--- src/rtl/sdram_tile_pkg.sv ---
package sdram_tile_pkg;
  localparam int TILE_W_LOG = 6;
  localparam int TILE_H_LOG = 5;
  localparam int WORD_PIX_LOG = 2;
  localparam int COL_W = (TILE_W_LOG - WORD_PIX_LOG) + TILE_H_LOG;
  localparam int BANK_W = 2;
  localparam int ROW_W = 12;
  localparam int NSLOT = 4;
  localparam int CNT_W = 3;

  // Column inside a tile: line offset is the upper field, word index the lower.
  function automatic logic [COL_W-1:0] pix_col(input logic [TILE_H_LOG-1:0] y_off,
                                               input logic [TILE_W_LOG-1:0] x_off);
    return {y_off, x_off[TILE_W_LOG-1:WORD_PIX_LOG]};
  endfunction

  // Checkerboard over 2x2 tile groups: tile line parity is the high bank bit.
  function automatic logic [BANK_W-1:0] tile_bank(input logic tx_lsb, input logic ty_lsb);
    return {ty_lsb, tx_lsb};
  endfunction

  // One row per 2x2 group, groups numbered in raster order.
  function automatic logic [ROW_W-1:0] tile_row(input logic [15:0] tx,
                                                input logic [15:0] ty,
                                                input logic [15:0] half_tx);
    return ROW_W'((32'(ty >> 1) * 32'(half_tx)) + 32'(tx >> 1));
  endfunction

  // Count of pairs from the two edge-crossing flags.
  function automatic logic [CNT_W-1:0] span_count(input logic cx, input logic cy);
    return (cx && cy) ? CNT_W'(4) : ((cx || cy) ? CNT_W'(2) : CNT_W'(1));
  endfunction
endpackage

--- src/rtl/pix_addr_decode.sv ---
module pix_addr_decode
  import sdram_tile_pkg::*;
#(
  parameter int X_W = 11,
  parameter int Y_W = 11,
  parameter int HALF_TX = 15
) (
  input  logic [X_W-1:0]    x,
  input  logic [Y_W-1:0]    y,
  output logic [BANK_W-1:0] bank,
  output logic [ROW_W-1:0]  row,
  output logic [COL_W-1:0]  col
);
  localparam int TX_W = X_W - TILE_W_LOG;
  localparam int TY_W = Y_W - TILE_H_LOG;

  logic [TX_W-1:0] tile_x;
  logic [TY_W-1:0] tile_y;

  assign tile_x = x[X_W-1:TILE_W_LOG];
  assign tile_y = y[Y_W-1:TILE_H_LOG];

  always_comb begin
    col  = pix_col(y[TILE_H_LOG-1:0], x[TILE_W_LOG-1:0]);
    bank = tile_bank(tile_x[0], tile_y[0]);
    row  = tile_row(16'(tile_x), 16'(tile_y), 16'(HALF_TX));
  end
endmodule

--- src/rtl/tile_span_calc.sv ---
module tile_span_calc
  import sdram_tile_pkg::*;
#(
  parameter int X_W = 11,
  parameter int Y_W = 11,
  parameter int SZ_W = 7
) (
  input  logic [X_W-1:0]            rx,
  input  logic [Y_W-1:0]            ry,
  input  logic [SZ_W-1:0]           rw,
  input  logic [SZ_W-1:0]           rh,
  output logic [X_W-TILE_W_LOG-1:0] tx_first,
  output logic [X_W-TILE_W_LOG-1:0] tx_last,
  output logic [Y_W-TILE_H_LOG-1:0] ty_first,
  output logic [Y_W-TILE_H_LOG-1:0] ty_last,
  output logic                      cross_x,
  output logic                      cross_y
);
  logic [X_W-1:0] x_end;
  logic [Y_W-1:0] y_end;

  // Last covered pixel on each axis (inclusive).
  assign x_end = rx + X_W'(rw) - X_W'(1);
  assign y_end = ry + Y_W'(rh) - Y_W'(1);

  assign tx_first = rx[X_W-1:TILE_W_LOG];
  assign tx_last  = x_end[X_W-1:TILE_W_LOG];
  assign ty_first = ry[Y_W-1:TILE_H_LOG];
  assign ty_last  = y_end[Y_W-1:TILE_H_LOG];

  assign cross_x = (tx_first != tx_last);
  assign cross_y = (ty_first != ty_last);
endmodule

--- src/rtl/span_pack.sv ---
module span_pack
  import sdram_tile_pkg::*;
#(
  parameter int TX_W = 5,
  parameter int TY_W = 6,
  parameter int HALF_TX = 15
) (
  input  logic [TX_W-1:0]         tx_first,
  input  logic [TX_W-1:0]         tx_last,
  input  logic [TY_W-1:0]         ty_first,
  input  logic [TY_W-1:0]         ty_last,
  input  logic                    cross_x,
  input  logic                    cross_y,
  output logic [CNT_W-1:0]        count,
  output logic [NSLOT*BANK_W-1:0] banks,
  output logic [NSLOT*ROW_W-1:0]  rows
);
  assign count = span_count(cross_x, cross_y);

  for (genvar g = 0; g < NSLOT; g++) begin : g_slot
    localparam logic [1:0] IDX = 2'(g);
    logic            sel_x;
    logic            sel_y;
    logic            used;
    logic [TX_W-1:0] stx;
    logic [TY_W-1:0] sty;

    // Horizontal crossing owns the low index bit; otherwise a vertical one does.
    assign sel_x = IDX[0] & cross_x;
    assign sel_y = cross_x ? IDX[1] : IDX[0];
    assign used  = (CNT_W'(g) < count);
    assign stx   = sel_x ? tx_last : tx_first;
    assign sty   = sel_y ? ty_last : ty_first;

    always_comb begin
      banks[g*BANK_W +: BANK_W] = used ? tile_bank(stx[0], sty[0]) : '0;
      rows[g*ROW_W +: ROW_W]    = used ? tile_row(16'(stx), 16'(sty), 16'(HALF_TX)) : '0;
    end
  end
endmodule

--- src/rtl/sdram_tile_mapper.sv ---
module sdram_tile_mapper
  import sdram_tile_pkg::*;
#(
  parameter int FRAME_W = 1920,
  parameter int FRAME_H = 1088,
  parameter int SZ_W = 7,
  parameter int X_W = $clog2(FRAME_W),
  parameter int Y_W = $clog2(FRAME_H)
) (
  input  logic                    clk,
  input  logic                    rst_n,
  input  logic                    pt_valid,
  input  logic [X_W-1:0]          pt_x,
  input  logic [Y_W-1:0]          pt_y,
  output logic                    pt_out_valid,
  output logic [BANK_W-1:0]       pt_bank,
  output logic [ROW_W-1:0]        pt_row,
  output logic [COL_W-1:0]        pt_col,
  input  logic                    rq_valid,
  input  logic [X_W-1:0]          rq_x,
  input  logic [Y_W-1:0]          rq_y,
  input  logic [SZ_W-1:0]         rq_w,
  input  logic [SZ_W-1:0]         rq_h,
  output logic                    rs_valid,
  output logic [CNT_W-1:0]        rs_count,
  output logic [NSLOT*BANK_W-1:0] rs_bank,
  output logic [NSLOT*ROW_W-1:0]  rs_row
);
  localparam int TILES_X = FRAME_W / (1 << TILE_W_LOG);
  localparam int HALF_TX = (TILES_X + 1) / 2;
  localparam int TX_W = X_W - TILE_W_LOG;
  localparam int TY_W = Y_W - TILE_H_LOG;

  // Named internal events, visible to the bound checker.
  logic [BANK_W-1:0]       pt_bank_nx;
  logic [ROW_W-1:0]        pt_row_nx;
  logic [COL_W-1:0]        pt_col_nx;
  logic [TX_W-1:0]         span_tx_first;
  logic [TX_W-1:0]         span_tx_last;
  logic [TY_W-1:0]         span_ty_first;
  logic [TY_W-1:0]         span_ty_last;
  logic                    span_cross_x;
  logic                    span_cross_y;
  logic [CNT_W-1:0]        span_count_nx;
  logic [NSLOT*BANK_W-1:0] span_banks_nx;
  logic [NSLOT*ROW_W-1:0]  span_rows_nx;

  pix_addr_decode #(.X_W(X_W), .Y_W(Y_W), .HALF_TX(HALF_TX)) u_decode (
    .x(pt_x), .y(pt_y), .bank(pt_bank_nx), .row(pt_row_nx), .col(pt_col_nx)
  );

  tile_span_calc #(.X_W(X_W), .Y_W(Y_W), .SZ_W(SZ_W)) u_span (
    .rx(rq_x), .ry(rq_y), .rw(rq_w), .rh(rq_h),
    .tx_first(span_tx_first), .tx_last(span_tx_last),
    .ty_first(span_ty_first), .ty_last(span_ty_last),
    .cross_x(span_cross_x), .cross_y(span_cross_y)
  );

  span_pack #(.TX_W(TX_W), .TY_W(TY_W), .HALF_TX(HALF_TX)) u_pack (
    .tx_first(span_tx_first), .tx_last(span_tx_last),
    .ty_first(span_ty_first), .ty_last(span_ty_last),
    .cross_x(span_cross_x), .cross_y(span_cross_y),
    .count(span_count_nx), .banks(span_banks_nx), .rows(span_rows_nx)
  );

  always_ff @(posedge clk or negedge rst_n) begin
    if (!rst_n) begin
      pt_out_valid <= 1'b0;
      pt_bank      <= '0;
      pt_row       <= '0;
      pt_col       <= '0;
    end else begin
      pt_out_valid <= pt_valid;
      if (pt_valid) begin
        pt_bank <= pt_bank_nx;
        pt_row  <= pt_row_nx;
        pt_col  <= pt_col_nx;
      end
    end
  end

  always_ff @(posedge clk or negedge rst_n) begin
    if (!rst_n) begin
      rs_valid <= 1'b0;
      rs_count <= '0;
      rs_bank  <= '0;
      rs_row   <= '0;
    end else begin
      rs_valid <= rq_valid;
      if (rq_valid) begin
        rs_count <= span_count_nx;
        rs_bank  <= span_banks_nx;
        rs_row   <= span_rows_nx;
      end
    end
  end
endmodule

--- config.mk ---
export PLATFORM = sky130hd
export DESIGN_NAME = sdram_tile_mapper
export DESIGN_NICKNAME = d
export VERILOG_FILES = /design/src/rtl/sdram_tile_pkg.sv /design/src/rtl/pix_addr_decode.sv /design/src/rtl/tile_span_calc.sv /design/src/rtl/span_pack.sv /design/src/rtl/sdram_tile_mapper.sv
export SDC_FILE = /design/constraint.sdc
export NUM_CORES = 1
export LEC_CHECK = 0
export BUFFER_PORTS_ARGS = -buffer_cell sky130_fd_sc_hd__clkbuf_2
export CORE_MARGIN = 2
export CORE_UTILIZATION = 35
export CTS_BUF_LIST = sky130_fd_sc_hd__clkbuf_4 sky130_fd_sc_hd__clkbuf_8
export DETAILED_ROUTE_END_ITERATION = 10
export HOLD_SLACK_MARGIN = 0.05
export PLACE_DENSITY_LB_ADDON = 0.12
export SYNTH_ARGS = -nofsm -noshare
export SYNTH_HDL_FRONTEND = slang
export SYNTH_SLANG_ARGS = --single-unit
--- constraint.sdc ---
create_clock -name clk -period 1 [get_ports clk]
set_input_delay 0.05 -clock clk [delete_from_list [all_inputs] [get_ports clk]]
set_output_delay 0.05 -clock clk [all_outputs]
set_load 0.01 [all_outputs]
==> qor.yml <==
outcome: "finished, violations left"
violations: "negative setup slack"
seq_area_frac_synth_pct: 25.0
fillers: 1855
place_ws_ns: -4.08
worst_slack_ns: -3.54
antenna_found_initial: 0
worstSetupPathType: "in2reg"
final_common_cell: "buf_4"
end_kind: "register"
synth_top_area_share_pct: 25.0
min_period_over_period_pct: 454
mostFrequentLayoutCells: "198 x buf_4, 124 x clkbuf_2, 119 x inv_1, 89 x ha_1, 74 x dfrtp_1"
firstDrtPassIters: 4
hp-start: "pt_x[7]"
ant_nets: 0
nNetsFinal: 1376
vias_per_cell: 4.52
synth_area_leaders: "dfrtp_1 25%, ha_1 21%, fa_1 11%, inv_1 7.4%, xnor2_1 5.2%"
drc: 0
drt-initial-drc-count: 133
numCtsBuffers: 9
critPathRequiredTime_ns: 1.27
r2r_slack_ns: 0.08
syn_inst: 765
startpoint: "rq_x[3]"
globalplace.congestion: 0.789
drive_gt1_share_pct: 51.8
synth_enable_flop_cells: 0
io_pins: 146
slew_viol_final: 0
die_w_um: 150
initial_core_util_pct: 35.5
grt_start_max_net_pins: 42
holdBufCountCts: 15
skew_ns: 0
setup_tns_ns: -133.40
hpwl_um: 15100
synth_top_flop_cell: "dfrtp_1"
maxCapViolations: 0
wl_um: 19000
arrival_ns: 4.80
synth_warnings: 0
ys_ff_latch: 74
die-area_um2: 22400
holdPathStages: 3
clock_path_buffers: 2
hold_viol_final: 0
cts_tree: "built"
vias: 6465
hold_path_class: "in2reg"
overflow: 0
setup_viol: 59
cts_num_sinks: 74
wl_per_cell_um: 13.3
area_delta_synth_final_pct: 63.2
portBuffers: 133
ir_drop_uv: 2090
synth_area_leader_cell: "dfrtp_1"
ys_types: 50
reg2reg_depth: 2
rsz0062_at_grt: "true"
clk_pin_slew_worst_paths_ns: 0.09
die_y_um: 150
critPathSlowestCell: "fa_1"
critPathMaxFanout: 7
p_leak_uw: 0.00617
grt.total_usage_pct: 17.5
rr_startpoint: "rs_count[1]"
hold_slack_ns: 0.0353
grt_pass1_vias: 6537
fp-row-count: 53
htreeDepth: 3
grt_pass1_wl_um: 31100
slowest_delay_ns: 0.51
coreArea_um2: 20900
min_period_ns: 4.54
fmax_mhz: 220
syn_area_um2: 7410
root_buffer: "clkbuf_8"
synth_area_per_cell_um2: 9.69
async_flop_share_pct: 100
crit_path_start_kind: "input port"
p_per_area_nw_per_um2: 3060
clk_latency_ns: 0.37
diodes: 0
## worst max-delay path, delay by kind of cell
kind | cells | cell delay [ns]
adder cells (fa/ha/maj) | 6 | 2.10
AO/OA/AOI/OAI | 8 | 1.16
XOR/XNOR | 2 | 0.37
buffers and inverters | 6 | 0.52
AND/OR/NAND/NOR | 4 | 0.61
## final timing paths
| path | to |
|---|---|
| setup / recovery | rs_row[33] |
| hold reg to reg | rs_row[45] |
| max in group asynchronous | rs_row[18] |
| min in group asynchronous | rs_row[27] |
| setup reg to reg | rs_count[1] |
| hold / removal | pt_row[0] |
## area by class of cell
cell class | instances | area [µm²] | share of cell area (%)
clock buffer | 9 | 124 | 1.02
clock inverter | 7 | 76.3 | 0.631
inverter | 146 | 578 | 4.78
multi-input combinational | 526 | 6070 | 50.2
sequential | 74 | 1850 | 15.3
tap | 275 | 344 | 2.84
timing repair buffer | 394 | 3050 | 25.2
## registers in the layout, indices dropped and copies added (netlist names)
signal and cells:
rs_count 3, pt_col 9, rs_row 40, pt_row 10, rs_valid 1, pt_bank 2, rs_bank 8, pt_out_valid 1
## synth_stat cells (3+ instances only)
library cell and number:
inv_1 146, a21oi_1 41, a21o_1 24, mux2i_1 9, nor3_1 8, nor2b_1 11, o21ai_0 25, a31oi_1 4
a211oi_2 3, nand3_1 12, a211oi_1 3, xor2_1 20, nand3b_1 4, o31ai_1 3, o2bb2ai_1 20, buf_4 10
nand2_1 16, dfrtp_1 74, mux2_2 23, xnor2_1 44, o21bai_1 10, ha_1 122, nand2b_1 5, nor2_1 41
fa_1 41, clkbuf_1 14
## kinds of logic (layout without fill, tap and decap cells)
group                      Yosys count  after routing  share of synthesized area, %
DFF                                 74             74                          25.0
adders and majority gates          163            163                          31.7
buffers and inverters              174            556                          9.44
other                                1             10                        0.0506
AOI/OAI and AO/OA                  148            148                          13.7
and+or+nand+nor                    106            106                          6.92
muxes                               32             32                          4.71
xor gates and xnor gates            67             67                          8.54
## report_power, final
group / internal, µW / total [µW] / switching [µW]
sequential: 4070 / 4650 / 580
combinational: 17000 / 29900 / 12900
clock: 1170 / 2490 / 1310
## per-stage QoR
step | cells | cell area (µm²) | total power [µW] | util, %
5_1_grt | 1431 | 12100 | 40600 | 57.9
4_1_cts | 1404 | 11400 | 35200 | 54.4
6_report | 1431 | 12100 | 37000 | 57.9
2_1_floorplan | 774 | 8000 | 19000 | -
3_5_place_dp | 1351 | 10400 | 28600 | 49.7
3_3_place_gp | 1351 | 10400 | 28600 | 49.7
## per-layer routing
metal / track usage (%) / wire length (µm) / vias up
met3: 2.53 / 480 / 14
met1: 22.3 / 8530 / 3090
li1: - / - / 3284
met4: 4.38 / 226 / 0
met2: 31.2 / 9800 / 77
met5: 0 / 0 / -
## repair_timing
action / 4_1_cts / 5_1_grt
gates resized for setup: 86 / 117
setup buffers: 29 / 36
setup endpoints to repair: 62 / 95
pin swaps: 50 / 102
hold endpoints to repair: 88 / 1
gates cloned: 0 / 3
Power figures use the tool's default switching activity.
